--- config.mk ---
export PLATFORM = sky130hd
export DESIGN_NAME = wr_path_sel
export DESIGN_NICKNAME = d
export VERILOG_FILES = /design/src/rtl/wr_path_sel.sv
export SDC_FILE = /design/constraint.sdc
export NUM_CORES = 1
export LEC_CHECK = 0
export ABC_AREA = 1
export BUFFER_PORTS_ARGS = -buffer_cell sky130_fd_sc_hd__clkbuf_2
export CAP_MARGIN = 15
export CORE_MARGIN = 3
export CORE_UTILIZATION = 45
export CTS_BUF_LIST = sky130_fd_sc_hd__clkbuf_4 sky130_fd_sc_hd__clkbuf_8 sky130_fd_sc_hd__clkbuf_16
export DETAILED_ROUTE_END_ITERATION = 8
export PLACE_DENSITY = 0.7
export SLEW_MARGIN = 20
export SYNTH_ARGS = -nofsm -noshare
export SYNTH_HDL_FRONTEND = slang
export SYNTH_SLANG_ARGS = --single-unit
--- constraint.sdc ---
create_clock -name clk -period 1.57 [get_ports clk]
set_input_delay 0.157 -clock clk [delete_from_list [all_inputs] [get_ports clk]]
set_output_delay 0.157 -clock clk [all_outputs]
set_load 0.01 [all_outputs]
--- src/rtl/wr_path_sel.sv ---
module wr_path_sel #(
  parameter int BYTE_W   = 8,
  parameter int NORM_DIV = 9,
  parameter int DM1_DIV  = 8,
  parameter int NORM_HI  = 4,
  parameter int DM1_HI   = 3
) (
  input  logic              clk,
  input  logic              rst_n,
  input  logic              wr_gate,
  input  logic              dm1_ctl,
  input  logic              dm2_sel_n,
  input  logic              nibble_if,
  input  logic [BYTE_W-1:0] nrz_byte,
  input  logic              enc_bit,
  input  logic              dm2_data,
  output logic              byte_clk,
  output logic              wd_p,
  output logic              wd_n,
  output logic [1:0]        path_mode,
  output logic              dm1_reject
);

  localparam int MAXDIV = (NORM_DIV > DM1_DIV) ? NORM_DIV : DM1_DIV;
  localparam int CW = $clog2(MAXDIV);
  localparam logic [1:0] MD_NORM = 2'd0;
  localparam logic [1:0] MD_DM1  = 2'd1;
  localparam logic [1:0] MD_DM2  = 2'd2;

  logic [CW-1:0]     cnt;
  logic [BYTE_W-1:0] sh;
  logic              wg_d;
  logic              tq;
  logic              tog;
  logic              dm1_req, dm2_req;
  logic [CW-1:0]     div_last, hi_len;

  assign dm2_req    = wr_gate & ~dm2_sel_n;
  assign dm1_req    = wr_gate & dm1_ctl;
  assign path_mode  = dm2_req ? MD_DM2 : ((dm1_req & ~nibble_if) ? MD_DM1 : MD_NORM);
  assign dm1_reject = dm1_req & nibble_if & ~dm2_req;

  assign div_last = (path_mode == MD_DM1) ? CW'(DM1_DIV - 1) : CW'(NORM_DIV - 1);
  assign hi_len   = (path_mode == MD_DM1) ? CW'(DM1_HI) : CW'(NORM_HI);
  assign byte_clk = cnt < hi_len;

  always_comb begin
    case (path_mode)
      MD_DM1:  tog = sh[BYTE_W-1];
      MD_DM2:  tog = dm2_data;
      default: tog = enc_bit;
    endcase
  end

  always_ff @(posedge clk or negedge rst_n) begin
    if (!rst_n) begin
      cnt  <= '0;
      sh   <= '0;
      wg_d <= 1'b0;
      tq   <= 1'b0;
    end else begin
      cnt  <= (cnt >= div_last) ? '0 : cnt + 1'b1;
      sh   <= (cnt == div_last) ? nrz_byte : {sh[BYTE_W-2:0], 1'b0};
      wg_d <= wr_gate;
      if (wr_gate && !wg_d)
        tq <= 1'b0;
      else if (wr_gate && tog)
        tq <= ~tq;
    end
  end

  assign wd_p = tq;
  assign wd_n = ~tq;


  gate_clear_chk: assert property (@(posedge clk) disable iff (!rst_n)
    (wr_gate && !wg_d) |=> !wd_p);


  idle_hold_chk: assert property (@(posedge clk) disable iff (!rst_n)
    !wr_gate |=> $stable(wd_p));


  ext_toggle_chk: assert property (@(posedge clk) disable iff (!rst_n)
    (path_mode == MD_DM2 && wg_d) |=> ((wd_p ^ $past(wd_p)) == $past(dm2_data)));


  reject_mode_chk: assert property (@(posedge clk) disable iff (!rst_n)
    dm1_reject |-> (path_mode == MD_NORM));


  diff_pair_chk: assert property (@(posedge clk) disable iff (!rst_n)
    wd_n == ~wd_p);

endmodule

* After elaboration in Yosys (flattened, before gate mapping)
Cells that the tools add are included.
** Storage, ports and cells
- Bits of input ports :: 16
- Flip-flop bits (word level) :: 14
- Logic and storage cells :: 32
- Output and inout port bits :: 6
** Cells by class
- Multiplexer cells :: 9
- Reductions and logical operators :: 4
- Equality and inequality tests :: 3
- Bitwise logic cells :: 9
- Order comparisons :: 2
- Add/sub/neg operators :: 1
** Operators with widths (count)
- 4-bit 2-to-1 mux :: 2
- 8-bit 2-to-1 mux :: 1
- 1-bit AND :: 5
- 4-bit by 1-bit adder with 4-bit output, second input constant :: 1
- 4-bit == test :: 1
- 4-bit >= comparator :: 1
- 4-bit by 3-bit < comparator with 1-bit output :: 1
- 1-bit NOT :: 4
- 1-bit 2-to-1 mux :: 3
- 3-bit 2-to-1 mux :: 1
- 2-bit by 1-bit == test with 1-bit output, second input constant :: 1
- 2-bit == test, second input constant :: 1
- 1-bit logical AND :: 2
- 2-bit 2-to-1 mux :: 1
- 1-bit one-hot mux with 2 select lines :: 1
- 2-bit nonzero test :: 1
- 1-bit zero test :: 1

* Longest topological paths before layout
Gate-level depths: netlist of run 1.
- Word-level depth :: 9
- Gate-level depth with buffers :: 11
- Gate-level depth less buffers :: 11

* Worst setup path before layout of run 1
OpenSTA, ideal clock, no wires.
- Path kind :: input port to output port
- Start point :: input port nibble_if
- End point :: output port byte_clk
- Setup slack :: -88 ps
- Buffers on the path :: 0
- Data required time :: 1413 ps
- Cell stages on the path :: 8
- Arrival :: 1501 ps
- Cells stage by stage :: inv_1 nand3_1 nor2_1 inv_1 ha_1 inv_1 o21bai_1 a211oi_1
** On the way
- Longest elaborated chain between the ends :: 7
** RTL lines
- start: declaration :: RTL line 13 : input logic nibble_if,
- 1-bit NOT :: RTL line 40 : assign path_mode = dm2_req ? MD_DM2 : ((dm1_req & ~nibble_if) ? MD_DM1 : MD_NORM);
- 1-bit AND :: RTL line 40
- 1-bit 2-to-1 mux :: RTL line 40
- 2-bit 2-to-1 mux :: RTL line 40
- via path_mode[0] :: RTL line 20 : output logic [1:0] path_mode,
- 2-bit by 1-bit == test with 1-bit output :: RTL line 44 : assign hi_len = (path_mode == MD_DM1) ? CW'(DM1_HI) : CW'(NORM_HI);
- 3-bit 2-to-1 mux :: RTL line 44
- 4-bit by 3-bit < comparator with 1-bit output :: RTL line 45 : assign byte_clk = cnt < hi_len;
- end: declaration :: RTL line 17 : output logic byte_clk,
The timed path passes the listed nets, and every way through them passes these cells.

* Final worst setup path of run 1
- Start point :: register cnt[1]
- End point :: output port byte_clk
** On the way
- Longest elaborated chain between the ends :: 1
** RTL lines
- start: declaration :: RTL line 30 : logic [CW-1:0] cnt;
- start signal: assignment :: RTL line 62 : cnt <= (cnt >= div_last) ? '0 : cnt + 1'b1;
- 4-bit by 3-bit < comparator with 1-bit output :: RTL line 45
Every way passes these cells.

==> results.md, run 1 <==
* Placed instance area at 870 sq um
* Bufs on Longest Clock Path at 2
* P per Cell Area at 1380 nW/um^2
* Fin. max-slew vios at 0
* Register area share after synthesis at 0.486
* DIE HEIGHT at 46.0 um
* Ys async rst share at 1.00
* Detailed placer's ending HPWL at 1000 um
* Primary FF master, synth: dfrtp_1
* RSZ-0062 raised after global routing: yes
* Max Freq at 634 MHz
* DRC viols at 0
* Synth cell count leaders: 29 x nand2_1, 14 x dfrtp_1, 11 x inv_1
* Worst endpoint required time at 1.41 ns
* Status: complete, but fails checks
* Most frequent cell after synthesis: nand2_1
* Drt via density at 4.71
* Layout Cells excl Fill at 133
* Top-area cell type share of the netlist area at 0.486
* Crit-path max FO at 2
* GRT overflow at 0
* Ports at 22
* Worst Hold Class: in -> reg
* Final Critical Period at 1.58 ns
* Worst-margin pin slew at 0.342 ns
* Syn Inst Count at 85
* H-tree levels at 1
* Place WS at -0.00690 ns
* WL/cell at 10.4 um
* Fin crit share at 1.01
* Row cnt at 13
* DR iter-0 viols at 5
* Kind of critical path: reg -> out
* Rel. slew slack at 0.772
* Layout cells sized above 1 at 0.347
* Design area at 958 sq um
* CTS root buf: clkbuf_4
* Vias in the first global route at 553
* Final setup TNS at -0.00815 ns
* Critical Path Sink Type: primary output
* Die area at 2120 sq um
* Final Hold Viols at 0
* Final nets at 141
* PnR Total Power at 1.33 mW
* Buffers on Ports at 21
* Core footprint at 1400 sq um
* Max Cap Viol at 0
* Post-route setup slack at -0.00815 ns
* Arr. time, crit path at 1.42 ns
* Area of the mapped netlist at 721 sq um
* Area of the multi-input gates at 329 sq um
* # diodes at 0
* Initial antenna violation count at 0
* YS warnings at 0
* Area leader, netlist: dfrtp_1
* Hold Worst Slack at 0.0573 ns
* Syn Nets at 107
* Clk sinks at 14
* Syn_area_per_cell at 8.48 sq um
* Largest net degree at the start of global routing at 15
* First-pass GRT wire length at 2200 um
* TritonRoute pass-1 iters at 4
* Clock Latency Late Sink at 0.27 ns
* Clock-pin slew on the worst setup and hold paths at 0.09 ns
* Routed WL at 1380 um
* Post-synth EDFFs at 0
* Setup violators final at 1
* Skew final at 0.00130 ns
* Area growth from synthesis to layout at 33.0%
* Final Util at 0.685
* Via Count at 626
* Critical Path Source Type: register
* Routability cong. at 0.770
* Antenna-violating nets left at 0
* Synth cell types at 16
* Yosys reg bits at 14
* Inst Count DP at 124
* Failing checks: negative setup slack
* Register area at 350 sq um
* Fill count at 128
* Initial core utilization at 0.515
* Leak at 0.579 nW
* Tot GR Track Use at 0.153
* Worst IR drop on VDD at 0.905 mV
* Die W at 46.0 um
* Total CTS buffers at 3
* CTS tree: done
* Top cells by area, synth: dfrtp_1 49%, nand2_1 15%, ha_1 10%
flip-flops by register name (all words and copies together), names as in the netlist:
register / cells
sh: 8
cnt: 4
wg_d: 1
wd_p: 1
layout by cell type, fill, tap and decap left out, drive strengths merged:
master and n:
dlygate4sd3 1, xnor2 1, a211oi 1, nand3 8, nand2 29, buf 9, xor2 1, inv 13
nor2 7, ha 6, nand4 1, a21oi 1, dfrtp 14, o21bai 1, clkbuf 24, nor3 1
routing by layer:
layer,up-vias,track usage,share of wire
met5,-,0,0
met4,0,0.102,0.0087
met3,2,0.0356,0.067
met2,19,0.245,0.50
met1,276,0.180,0.43
li1,329,-,-
power by group:
part,internal (mW),total [mW],switching (mW)
clock,0.141,0.258,0.117
sequential,0.473,0.538,0.0646
combinational,0.269,0.531,0.262
kinds of logic after synthesis:
| logic type | share of synthesized area |
|---|---|
| XOR/XNOR | 0.0243 |
| AO/OA/AOI/OAI | 0.0278 |
| AND/OR/NAND/NOR | 0.280 |
| buffers and inverters | 0.0781 |
| flip-flops | 0.486 |
| adder cells (fa/ha/maj) | 0.104 |
timing repair:
action | CTS | global route
setup buffers | 2 | 2
hold buffers | 1 | 0
resized for setup | 2 | 1
setup endpoints to repair | 1 | 1
hold endpoints to repair | 14 | 0
pin swaps | 0 | 1
final timing paths:
check	startpoint	endpoint	slack (ns)	cells past startpoint
worst max-delay path	cnt[1]$_DFF_PN0_	byte_clk	-0.008	5
worst min-delay path	nrz_byte[0]	sh[0]$_DFF_PN0_	0.06	3
worst max register to register	cnt[1]$_DFF_PN0_	cnt[2]$_DFF_PN0_	0.18	7
worst min register to register	sh[4]$_DFF_PN0_	sh[5]$_DFF_PN0_	0.46	2
max in group asynchronous	rst_n	wg_d$_DFF_PN0_	1.02	2
min in group asynchronous	rst_n	sh[1]$_DFF_PN0_	0.30	2
area by class of cell:
| cell class | count | share of cell area |
|---|---|---|
| tap | 15 | 0.0196 |
| multi-input combinational | 57 | 0.343 |
| timing repair buffer | 30 | 0.183 |
| inverter | 13 | 0.0509 |
| clock buffer | 4 | 0.0379 |
| sequential | 14 | 0.366 |
worst max-delay path, stage by stage, from the launching register on:
cell      delay [ns]
dfrtp_1         0.43
ha_4            0.29
inv_2           0.03
o21bai_1        0.16
a211oi_1        0.09
buf_2           0.14
(Power assumes the default switching activity.)
==> run 2, diff against run 1 <==
Settings changed: CORE_UTILIZATION 45 to 48, GPL_TIMING_DRIVEN from default to 0, PLACE_DENSITY 0.7 to 0.74.
==> run 2 against run 1 <==
The run now ends clean. Die area down 5.4%. Sequential share of layout area down 0.66 points. Register-to-register slack about the same. Final cell count down 3.0%. Clock skew down 0.00073 ns. Final area up 1.8%. Non-clock buffer count down 3. Routed wire length up 0.51%. Critical path type unchanged. Largest cell class is now multi-input gates. Highest routed layer unchanged.
==> results.md, run 2 (synthesis results as in run 1) <==
* Hold Startpoint: nrz_byte[0]
* Rel. slew slack at 0.781
* Critical Path Source Type: register
* Final Util at 0.723
* Max Freq at 660 MHz
* Max Cap Viol at 0
* Worst-margin pin slew at 0.328 ns
* Design area at 976 sq um
* GRT overflow at 0
* Worst Hold Class: in -> reg
* Crit-path max FO at 2
* Placed instance area at 847 sq um
* Tot GR Track Use at 0.158
* Critical Path Sink Type: primary output
* WHS Path Cells at 3
* Reg2reg setup slack at 0.17 ns
* Antenna-violating nets left at 0
* CTS root buf: clkbuf_4
* Clock-pin slew on the worst setup and hold paths at 0.07 ns
* Status: finished, final reports clean
* Top flop regs: sh (8), cnt (4)
* Die W at 44.8 um
* Hold Worst Slack at 0.0758 ns
* Via Count at 604
* Ports at 22
* Hold EP: sh[0]$_DFF_PN0_
* Final nets at 138
* Clock Latency Late Sink at 0.26 ns
* Kind of critical path: reg -> out
* DIE HEIGHT at 44.8 um
* Most frequent cells in the layout: 29 x nand2_1, 19 x clkbuf_2, 14 x dfrtp_1, 8 x inv_1, 6 x nor2_1
* DR iter-0 viols at 13
* Worst R2R Path Depth at 7
* Skew final at 0.000575 ns
* Core footprint at 1350 sq um
* Place WS at -0.233 ns
* Detailed placer's ending HPWL at 1030 um
* Setup violators final at 0
* Buffers on Ports at 21
* Drt via density at 4.68
* RSZ-0062 raised after global routing: yes
* Bufs on Longest Clock Path at 2
* Arr. time, crit path at 1.36 ns
* Final Critical Period at 1.52 ns
* DRC viols at 0
* Leak at 0.569 nW
* Post-route setup slack at 0.0538 ns
* Die area at 2000 sq um
* PnR Total Power at 1.28 mW
* Commonest non-fill, non-tap cell in the layout: nand2_1
* Routability cong. at 0.714
* Layout cells sized above 1 at 0.386
* H-tree levels at 1
* Largest net degree at the start of global routing at 15
* CTS tree: done
* FF-to-FF End: sh[5]$_DFF_PN0_
* Row cnt at 13
* Final Hold Viols at 0
* Worst r2r src: cnt[3]$_DFF_PN0_
* Worst endpoint required time at 1.41 ns
* Largest register by flop count: sh
* Area growth from synthesis to layout at 35.4%
* Clk sinks at 14
* Fin crit share at 0.966
* Fin. max-slew vios at 0
* Initial core utilization at 0.534
* P per Cell Area at 1310 nW/um^2
* Max FFs per register at 8
* # diodes at 0
* Total CTS buffers at 3
* Vias in the first global route at 559
* Worst IR drop on VDD at 0.797 mV
* WL/cell at 10.7 um
* TritonRoute pass-1 iters at 3
* Routed WL at 1380 um
* Initial antenna violation count at 0
* First-pass GRT wire length at 2240 um
==> run 2: cell count changes in the layout (fill, tap and decap cells not counted), moves of 2 or more <==
| cell | change |
|---|---|
| buf_4 | -3 |
| inv_2 | +2 |
| nand3_1 | -2 |
| inv_1 | -2 |
==> run 2: power by group <==
part	total (mW)	leakage, nW	internal (mW)	switching (mW)
clock network	0.185	0.0138	0.0886	0.0963
registers	0.545	0.184	0.474	0.0715
logic	0.552	0.371	0.282	0.271
==> run 2: how the worst max path moves through the flow <==
stage | end | slack [ns] | cells past startpoint | start
finish | byte_clk | 0.05 | 5 | cnt[1]$_DFF_PN0_
global route | byte_clk | -0.04 | 5 | cnt[1]$_DFF_PN0_
CTS | byte_clk | -0.03 | 5 | cnt[1]$_DFF_PN0_
detailed placement | cnt[3]$_DFF_PN0_ | -0.23 | 10 | wr_gate
global placement | cnt[0]$_DFF_PN0_ | -0.18 | 10 | wr_gate
floorplan | byte_clk | 0.02 | 8 | nibble_if
==> run 2: layout make-up <==
type                    count  area (sq um)
multi-input cells          57           380
plain buffers               1          7.51
well taps                  15          18.8
inverters                  13          48.8
fillers                   113           374
clock buffers               3          22.5
repair buffers             26           148
flip-flops and latches     14           350
==> run 2: stage by stage <==
step           std cells  TNS (ns)
2_1_floorplan         85         0
3_3_place_gp         121     -1.69
3_5_place_dp         121     -2.30
4_1_cts              127   -0.0338
5_1_grt              129   -0.0351
6_report             129         0
==> run 2: per-layer routing <==
| layer | track usage | vias to the layer above | share of wire |
|---|---|---|---|
| met5 | 0 | - | 0 |
| met4 | 0.0542 | 0 | 0.0065 |
| met3 | 0.0637 | 2 | 0.069 |
| met2 | 0.272 | 15 | 0.51 |
| met1 | 0.176 | 266 | 0.41 |
| li1 | - | 321 | - |
==> run 2: what timing repair did <==
| action | in CTS | in global routing |
|---|---|---|
| pin swaps | 2 | 2 |
| resized for setup | 4 | 11 |
| hold buffers | 1 | 0 |
| endpoints found under the hold margin | 14 | 0 |
| setup buffers | 2 | 2 |
| endpoints found under the setup margin | 1 | 4 |
==> run 2: worst max-delay path, cell delays in order, from the launching register on <==
cell and delay [ns]:
dfrtp_1 0.42, ha_4 0.23, inv_2 0.06, o21bai_4 0.06
a211oi_2 0.16, buf_2 0.15
==> run 3, diff against run 2 <==
Settings changed: SLEW_MARGIN 20 to default.
Clock period 1.57 ns to 1.6 ns, I/O delays scaled along.
==> run 3 against run 2 <==
Global-route usage stayed put. Setup slack worse by 0.028 ns. Combinational power is 4.2% lower. Sequential share of layout area is 0.47 points higher. Hold slack better by 0.00084 ns. Via count is 1.3% higher. Final cell count stayed put. Routed wire length is 4.3% higher. Clock power hardly changed. First-iteration DRC count is 15% lower. Sequential cell count stayed put. Clock skew hardly changed. Critical endpoint unchanged. Largest power group is now sequential cells.
==> results.md, run 3 (synthesis results as in run 1) <==
* Status: finished, final reports clean
* Fill count at 115
* Critical Path Source Type: register
* Top delay family on crit path: flip-flops
* Total CTS buffers at 3
* Die W at 44.8 um
* Worst IR drop on VDD at 0.774 mV
* Worst r2r src: cnt[3]$_DFF_PN0_
* Largest net degree at the start of global routing at 15
* Reg2reg setup slack at 0.15 ns
* Final setup TNS at 0 ns
* Tot GR Track Use at 0.158
* Row cnt at 13
* Worst Path Buf+Inv at 2
* DR iter-0 viols at 11
* First-pass GRT wire length at 2240 um
* Max Cap Viol at 0
* Vias in the first global route at 559
* Core footprint at 1350 sq um
* Metal3 WL at 104 um
* Max incr delay on CP at 0.42 ns
* H-tree levels at 1
* FF-to-FF End: cnt[3]$_DFF_PN0_
* Die area at 2000 sq um
* Worst Hold Class: in -> reg
* Initial core utilization at 0.534
* Kind of critical path: reg -> out
* Detailed placer's ending HPWL at 1030 um
* Setup violators final at 0
* Worst-margin pin slew at 0.325 ns
* Worst endpoint required time at 1.44 ns
* Initial antenna violation count at 0
* Clock-pin slew on the worst setup and hold paths at 0.07 ns
* P per Cell Area at 1290 nW/um^2
* Max FFs per register at 8
* CTS tree: done
* Clk sinks at 14
* CP Depth at 5
* Layout cells sized above 1 at 0.377
* Ports at 22
* Buffers on Ports at 21
* Placed instance area at 847 sq um
* Clock Latency Late Sink at 0.27 ns
* Max Freq at 635 MHz
* DRC viols at 0
* TritonRoute pass-1 iters at 3
* Final Util at 0.714
* Commonest non-fill, non-tap cell in the layout: nand2_1
* Fin crit share at 0.984
* Area growth from synthesis to layout at 33.7%
* Cells along the critical path: ha_4 -> inv_2 -> o21bai_2 -> a211oi_2 -> buf_2
* Bufs on Longest Clock Path at 2
* CTS root buf: clkbuf_4
* Largest register by flop count: sh
* Leak at 0.562 nW
* Via Count at 612
* Drt via density at 4.74
* Final nets at 138
* Final Critical Period at 1.57 ns
* Wl on met1 at 560 um
* Critical path origin: cnt[1]$_DFF_PN0_
* Met2 routed WL at 766 um
* Design area at 963 sq um
* WL/cell at 11.2 um
* GRT overflow at 0
* End of the critical path: byte_clk
* Antenna-violating nets left at 0
* Top flop regs: sh (8), cnt (4)
* Routed WL at 1440 um
* Fin. max-slew vios at 0
* Skew final at 0.000377 ns
* Register area at 350 sq um
* Arr. time, crit path at 1.41 ns
* Most frequent cells in the layout: 29 x nand2_1, 19 x clkbuf_2, 14 x dfrtp_1, 8 x inv_1, 6 x nor2_1
* PnR Total Power at 1.25 mW
* Crit-path max FO at 2
* Crit-path slowest cell: dfrtp_1
* Highest Signal Layer: met4
* Area of the multi-input gates at 368 sq um
* Routability cong. at 0.714
* Worst R2R Path Depth at 6
* Final Hold Viols at 0
* DIE HEIGHT at 44.8 um
* # diodes at 0
* Rel. slew slack at 0.783
* Critical Path Sink Type: primary output
## run 3: cell counts in the layout (fill, tap and decap cells not counted)
Identical to the previous run, type by type.
## run 3: stage by stage
step	hold slack [ns]	cells	setup WS, ns
floorplan	-0.136	85	0.0401
global route	0.0804	129	-0.0324
CTS	0.0674	127	-0.00677
finish	0.0767	129	0.0263
detailed placement	0.0751	121	-0.206
global placement	0.0732	121	-0.150
## run 3: cell type report
cell class,count,area share
clock buffer,3,0.0234
tap,15,0.0195
multi-input combinational,57,0.382
inverter,13,0.0506
sequential,14,0.364
buffer,1,0.00779
timing repair buffer,26,0.153
## run 3: worst min path at each step
stage | slack, ns | end | start | cells after the start
after floorplan | -0.14 | cnt[0]$_DFF_PN0_ | rst_n | 0
after global placement | 0.07 | sh[5]$_DFF_PN0_ | rst_n | 1
after detailed placement | 0.08 | sh[5]$_DFF_PN0_ | rst_n | 1
after CTS | 0.07 | sh[0]$_DFF_PN0_ | nrz_byte[0] | 3
after global routing | 0.08 | sh[6]$_DFF_PN0_ | nrz_byte[6] | 3
final | 0.08 | sh[0]$_DFF_PN0_ | nrz_byte[0] | 3
## run 3: worst min-delay path, stage by stage
cell and delay, ns:
clkbuf_2 0.08, inv_1 0.04, nor2_1 0.03
## run 3: report_power, final
group | leakage [nW] | switching, mW | total, mW | internal, mW
logic | 0.364 | 0.266 | 0.529 | 0.263
clock network | 0.0138 | 0.0961 | 0.183 | 0.0870
registers | 0.184 | 0.0707 | 0.535 | 0.465
total | 0.562 | 0.433 | 1.25 | 0.814
## run 3: routing by layer
| layer | GRT usage | vias up |
|---|---|---|
| met3 | 0.0637 | 2 |
| met5 | 0 | - |
| met1 | 0.176 | 274 |
| met2 | 0.272 | 16 |
| met4 | 0.0542 | 0 |
| li1 | - | 320 |
## run 3: timing repair
action,4_1_cts,5_1_grt
hold endpoints to repair,14,0
hold buffers,1,0
pin swaps,2,2
resized for setup,4,9
setup endpoints to repair,1,1
setup buffers,2,2
